File: src/rtl/cba_pkg.sv
// Package: shared types for the carry-skip adder.
// Assumes: nothing beyond IEEE 1800-2017 packed structs.
package cba_pkg;

    // Per-bit carry classification.
    typedef struct packed {
        logic gen;   // both operand bits high
        logic prop;  // operand bits differ
        logic kill;  // both operand bits low
    } bit_class_t;

endpackage

File: src/rtl/cba_bitcell.sv
// Module: cba_bitcell
// Classifies one operand bit pair as generate, propagate or kill.
// Assumes: exactly one of the three outputs is high for known inputs.
module cba_bitcell
    import cba_pkg::*;
(
    input  logic       a_i,
    input  logic       b_i,
    output bit_class_t cls_o
);

    // Form the three classification terms.
    always_comb begin
        cls_o.gen  = a_i & b_i;
        cls_o.prop = a_i ^ b_i;
        cls_o.kill = ~a_i & ~b_i;
    end

endmodule

File: src/rtl/cba_group.sv
// Module: cba_group
// One carry group: a chain that settles the carry bit by bit, plus a skip
// multiplexer that forwards the incoming carry when every bit propagates.
// Assumes: GRP >= 1; purely combinational.
module cba_group
    import cba_pkg::*;
#(
    parameter int GRP = 4
) (
    input  logic [GRP-1:0] a_i,
    input  logic [GRP-1:0] b_i,
    input  logic           cin_i,
    output logic [GRP-1:0] sum_o,
    output logic           cout_o
);

    bit_class_t       cls [GRP];
    logic [GRP-1:0]   gen_v;
    logic [GRP-1:0]   prop_v;
    logic [GRP-1:0]   kill_v;
    logic [GRP:0]     chain;
    logic             skip;

    // One classification cell per bit.
    for (genvar i = 0; i < GRP; i++) begin : g_cell
        cba_bitcell u_cell (
            .a_i   (a_i[i]),
            .b_i   (b_i[i]),
            .cls_o (cls[i])
        );
        assign gen_v[i]  = cls[i].gen;
        assign prop_v[i] = cls[i].prop;
        assign kill_v[i] = cls[i].kill;
    end

    // Carry chain settled bit by bit from the group's carry-in.
    always_comb begin
        chain[0] = cin_i;
        for (int i = 0; i < GRP; i++) begin
            chain[i+1] = gen_v[i] | (prop_v[i] & chain[i]);
        end
    end

    // Skip select and output multiplexer.
    always_comb begin
        skip   = &prop_v;
        cout_o = skip ? cin_i : chain[GRP];
    end

    // Sum bits from propagate and the carry into each bit.
    always_comb begin
        sum_o = prop_v ^ chain[GRP-1:0];
    end

    // Skip path and chain must agree whenever the skip is taken.
    always_comb begin
        if (skip) begin
            assert_skip_matches_chain_R3: assert (chain[GRP] == cin_i)
                else $error("group skip disagrees with chain");
        end
    end

    // A generate at the top bit forces the carry out high.
    always_comb begin
        if (gen_v[GRP-1]) begin
            assert_top_gen_carry_R4: assert (cout_o == 1'b1)
                else $error("top generate did not produce carry");
        end
    end

    // A kill at the top bit forces the carry out low.
    always_comb begin
        if (kill_v[GRP-1]) begin
            assert_top_kill_carry_R5: assert (cout_o == 1'b0)
                else $error("top kill did not clear carry");
        end
    end

endmodule

File: src/rtl/cba_adder16.sv
// Module: cba_adder16
// Top: WIDTH-bit combinational adder made of WIDTH/GRP carry-skip groups,
// carry passed from each group's skip multiplexer to the next group.
// Assumes: WIDTH is a multiple of GRP.
module cba_adder16 #(
    parameter int WIDTH = 16,
    parameter int GRP   = 4
) (
    input  logic [WIDTH-1:0] op_a,
    input  logic [WIDTH-1:0] op_b,
    input  logic             carry_in,
    output logic [WIDTH-1:0] sum_o,
    output logic             carry_out
);

    localparam int NGRP = WIDTH / GRP;

    logic [NGRP:0] gcarry;

    // Parameter consistency.
    initial begin
        assert_width_divisible: assert (WIDTH % GRP == 0)
            else $error("WIDTH must be a multiple of GRP");
    end

    assign gcarry[0] = carry_in;

    // One group per GRP-bit slice, chained through the skip outputs.
    for (genvar k = 0; k < NGRP; k++) begin : g_grp
        cba_group #(.GRP(GRP)) u_grp (
            .a_i    (op_a[k*GRP +: GRP]),
            .b_i    (op_b[k*GRP +: GRP]),
            .cin_i  (gcarry[k]),
            .sum_o  (sum_o[k*GRP +: GRP]),
            .cout_o (gcarry[k+1])
        );
    end

    assign carry_out = gcarry[NGRP];

    // Full result against the arithmetic operator.
    always_comb begin
        assert_sum_exact_R1: assert ({carry_out, sum_o} ==
            ({1'b0, op_a} + {1'b0, op_b} + {{WIDTH{1'b0}}, carry_in}))
            else $error("adder result mismatch");
    end

    // Whole-width propagate: every bit is the inverted carry-in.
    always_comb begin
        if ((op_a ^ op_b) == {WIDTH{1'b1}}) begin
            assert_full_propagate_R2: assert (sum_o == {WIDTH{~carry_in}}
                && carry_out == carry_in)
                else $error("full propagate result wrong");
        end
    end

endmodule

File: config.mk
export PLATFORM = sky130hd
export DESIGN_NAME = cba_adder16
export DESIGN_NICKNAME = d
export VERILOG_FILES = /design/src/rtl/cba_pkg.sv /design/src/rtl/cba_bitcell.sv /design/src/rtl/cba_group.sv /design/src/rtl/cba_adder16.sv
export SDC_FILE = /design/constraint.sdc
export NUM_CORES = 1
export LEC_CHECK = 0
export BUFFER_PORTS_ARGS = -buffer_cell sky130_fd_sc_hd__buf_2
export CAP_MARGIN = 0
export CORE_MARGIN = 5
export CORE_UTILIZATION = 42
export DETAILED_ROUTE_END_ITERATION = 12
export GPL_ROUTABILITY_DRIVEN = 0
export PLACE_DENSITY = 0.87
export SLEW_MARGIN = 10
export SYNTH_ARGS = -nofsm -noshare
export SYNTH_HDL_FRONTEND = slang
export SYNTH_SLANG_ARGS = --single-unit
File: constraint.sdc
create_clock -name vclk -period 10.43
set_clock_uncertainty 0.15 [all_clocks]
set_input_delay 1.043 -clock vclk [all_inputs]
set_output_delay 1.043 -clock vclk [all_outputs]
set_load 0.005 [all_outputs]
After elaboration in Yosys (flattened, before gate mapping)
Index checks and enable logic that the tools add are counted.
{"block": "word_totals", "register_bits": 0, "in_bits": 33, "out_inout_bits": 17, "wordCells": 76}
{"block": "op_classes", "mux": 4, "n_bitwise": 68, "n_reduce_logical": 4}
{"op": "$and A1 B1 Y1", "n": 32}
{"op": "$or A1 B1 Y1", "n": 16}
{"op": "$reduce_and A4 Y1", "n": 4}
{"op": "$xor A1 B1 Y1", "n": 16}
{"op": "$xor A4 B4 Y4", "n": 4}
{"op": "$mux W1", "n": 4}

Longest topological paths before layout
{"block": "logic_depth", "word_depth": 37, "depth_mapped": 25, "mapped_depth_nobuf": 25}

Modules after synthesis
Synthesis repeated with hierarchy kept, for this count alone.
{"block": "unflattened", "hier_cells": 108, "hier_area_um2": 890.9}
{"mod": "cba_bitcell", "instances": 16, "cells_per_inst": 4, "area_each_um2": 32.5}
{"mod": "cba_group", "instances": 4, "cells_per_inst": 11, "area_each_um2": 92.6}

Worst setup path before layout
No wires, ideal clock.
{"block": "synth_path", "path_type": "input to output", "start": "in op_a[0]", "end": "out sum_o[15]", "t_arrival_ns": 7.718, "setup_slack_ns": 1.519, "cell_stages": 25, "path_buffers": 0, "path_cell_list": "inv_1 -> fa_1 -> inv_1 -> fa_1 -> fa_1 -> fa_1 -> mux2_4 -> fa_1 -> fa_1 -> fa_1 -> fa_1 -> a41oi_1 -> nor2_1 -> fa_1 -> fa_1 -> fa_1 -> fa_1 -> nand2_1 -> nand2_1 -> fa_1 -> fa_1 -> fa_1 -> inv_1 -> fa_1 -> inv_1"}
{"block": "synth_via", "elab_chain_cells": 35, "elab_cells_between_ends": 37}
{"item": "start: declaration", "line_no": "cba_adder16.sv:9", "text": "input logic [WIDTH-1:0] op_a,"}
{"item": "$xor A1 B1 Y1", "line_no": "cba_bitcell.sv:15", "text": "cls_o.prop = a_i ^ b_i;"}
{"item": "$and A1 B1 Y1", "line_no": "cba_group.sv:40", "text": "chain[i+1] = gen_v[i] | (prop_v[i] & chain[i]);"}
{"item": "$or A1 B1 Y1", "line_no": "cba_group.sv:40"}
{"item": "$and A1 B1 Y1", "line_no": "cba_group.sv:40"}
{"item": "$or A1 B1 Y1", "line_no": "cba_group.sv:40"}
{"item": "$and A1 B1 Y1", "line_no": "cba_group.sv:40"}
{"item": "$or A1 B1 Y1", "line_no": "cba_group.sv:40"}
{"item": "$and A1 B1 Y1", "line_no": "cba_group.sv:40"}
{"item": "(+19 left out)"}
{"item": "$mux W1 (*)", "line_no": "cba_group.sv:47", "text": "cout_o = skip ? cin_i : chain[GRP];"}
{"item": "$and A1 B1 Y1 (*)", "line_no": "cba_group.sv:40"}
{"item": "$or A1 B1 Y1 (*)", "line_no": "cba_group.sv:40"}
{"item": "$and A1 B1 Y1 (*)", "line_no": "cba_group.sv:40"}
{"item": "$or A1 B1 Y1 (*)", "line_no": "cba_group.sv:40"}
{"item": "$and A1 B1 Y1 (*)", "line_no": "cba_group.sv:40"}
{"item": "$or A1 B1 Y1 (*)", "line_no": "cba_group.sv:40"}
{"item": "$xor A4 B4 Y4 (*)", "line_no": "cba_group.sv:52", "text": "sum_o = prop_v ^ chain[GRP-1:0];"}
{"item": "end: declaration", "line_no": "cba_adder16.sv:12", "text": "output logic [WIDTH-1:0] sum_o,"}
Every way passes the cells marked *; elsewhere a longest branch is shown, timed or not.

Worst setup path in the final report
Same ends and word-level chain as after synthesis.

==> results.toml <==
[status]
status = "completed"

[timing]
period_share_pct = 90.49
layout_setup_ws_ps = 991.8
drv_slew = 0
hold_viol = 0
setup_viol = 0
min_period_ps = 9438
setup_tns_ps = 0
relSlewSlack_pct = 84.52
fmax_mhz = 106.0
worstMarginPinSlew_ps = 229.1
rsz0062_at_grt = "no"

[routing]
drt_iter0_markers = 1
firstDrtPassIters = 2
ant_nets = 0
wl_um = 1478
vias = 567
routedWlPerCell_um = 12.21
drc = 0
vias_per_cell = 4.686

[yosys]
synth.distinct_cells = 11
synthTopCellsByArea = "fa_1 50%, ha_1 31%, inv_1 5.3%, nand4_1 3.9%, mux2_4 2.3%"
netlist_instances = 55
synth_top_family_by_area = "adder cells"
synth_area_leader_cell = "fa_1"
yosys.area_share.adder_pct = 80.93
syn_area_um2 = 643.1
yosysTopAreaCellShare_pct = 49.81
synth_mux_area_share_pct = 2.335
syn-num-nets = 120
synth_compound_area_share_pct = 4.669
yosys.area_share.simple_pct = 6.809
yosysSeqAreaShare_pct = 0
synth.avg_cell_area_um2 = 11.69
synth_xor_area_share_pct = 0
yosysWarningCount = 0

[critical_path]
worstPathArrival_ps = 8250
critPathKind = "primary input to output pin"
critPathLaunch = "op_a[0]"
slowest_delay_ps = 410
crit_required_ps = 9240
cp-start-kind = "primary input"
cp_max_fo = 3
slowest_stage = "fa_1"
critPathMostFrequentCell = "fa_1"
crit_end = "sum_o[15]"
crit_path_end_kind = "output pin"

[die]
fp.dieW_um = 49.13
core-area_um2 = 1471
rows = 14
die_h_um = 49.13
io_pins = 50
start_util_pct = 43.71
dieArea_um2 = 2414

[final_layout]
fillerInstances = 132
syn_to_final_growth_pct = 42.02
seq_area_um2 = 0
seq_cells = 0
layout-drive-gt1-share_pct = 49.52
stdcell_count = 121
n_antenna_cell = 0
postLayoutCoreUtil_pct = 62.07
fin_area_um2 = 913.4
clock_buffers = 0
layout.nets = 172

[power]
sw_frac_of_total_pct = 49.39
share_comb_of_total_power_pct = 100.0
intPower_mw = 0.02390
pwr-share-seq_pct = 0
p_switching_mw = 0.02332
ir_drop_mv = 0.02156
powerDensity_nw_per_um2 = 51.70
clockPowerShare_pct = 0
leakage_nw = 0.5186

[global_routing]
grtUsageMet3_pct = 2.752
first_global_vias = 638
busiest_layer = "met2"
grt_pass1_wl_um = 2753
grt.overflow.total = 0
grt_start_max_net_pins = 4
antenna_found_initial = 0
grt_util_met2_pct = 27.47
grt_util_met1_pct = 14.48
grtUsageTotal_pct = 13.52

[min_path]
hold_class = "primary input to output pin"

[place]
hpwlAfterDp_um = 1476
placed_area_um2 = 913.4
port_buffers = 50
dp_slack_ps = 901.9
placed_cells = 121

[clock_tree]
cts_resized = 0
postCtsSetupBuffers = 0
hold_buffers = 0

[flow_run]
maxCapViolations = 0
placed cells by master, fill, tap and decap left out:
cell type / count
mux2_4: 1
a41oi_1: 1
buf_2: 50
nor2_1: 3
a21oi_1: 1
nand2_1: 2
inv_1: 9
ha_1: 16
a22oi_1: 1
o21ai_2: 1
nand4_1: 4
fa_1: 16
power by group through the flow:
stage | registers [mW] | logic [mW] | clock network (mW)
global placement | 0 | 0.0457 | 0
CTS | 0 | 0.0488 | 0
floorplan | 0 | 0.0229 | 0
global route | 0 | 0.0558 | 0
finish | 0 | 0.0472 | 0
detailed placement | 0 | 0.0486 | 0
synth_stat cells:
| library cell | count |
|---|---|
| a41oi_1 | 1 |
| a22oi_1 | 1 |
| a21oi_1 | 1 |
| mux2_4 | 1 |
| inv_1 | 9 |
| ha_1 | 16 |
| fa_1 | 16 |
| nand2_1 | 2 |
| nor2_1 | 3 |
| nand4_1 | 4 |
| o21ai_2 | 1 |
worst max-delay path, delay by kind of cell:
kind            cells  cell delay, ps
compound gates      1             230
fa+ha+maj          16            6010
buf+inv             6             460
mux                 1             300
simple gates        3             230
through the flow:
stage	power, mW	hold WS, ps
after floorplan	0.02294	2088
after global placement	0.04568	2285
after detailed placement	0.04864	2288
after CTS	0.04885	2289
after global routing	0.05577	2308
final	0.04722	2284
cells by family (layout without fill, tap and decap cells):
kind of cell	Yosys count	in the layout
adder cells (fa/ha/maj)	32	32
AND/OR/NAND/NOR	9	9
multiplexers	1	1
buffers and inverters	9	59
AO/OA/AOI/OAI	4	4
worst min-delay path by stage:
stage / startpoint / to / depth (start not counted)
3_5_place_dp: op_b[8] / sum_o[8] / 3
4_1_cts: op_b[8] / sum_o[8] / 3
3_3_place_gp: op_b[4] / sum_o[4] / 3
5_1_grt: op_b[8] / sum_o[8] / 3
2_1_floorplan: op_b[10] / sum_o[10] / 1
6_report: op_b[8] / sum_o[8] / 3
routing by layer:
metal | up-vias | share of wire, %
li1 | 273 | -
met1 | 275 | 33
met2 | 19 | 60
met3 | 0 | 6.6
met4 | 0 | 0
met5 | - | 0
layout make-up:
cell class | instances | area [um^2] | area share [%]
repair buffers | 50 | 250.2 | 27.40
inverters | 9 | 33.78 | 3.699
multi-input cells | 46 | 609.3 | 66.71
well taps | 16 | 20.02 | 2.192
(Power assumes the default switching activity.)
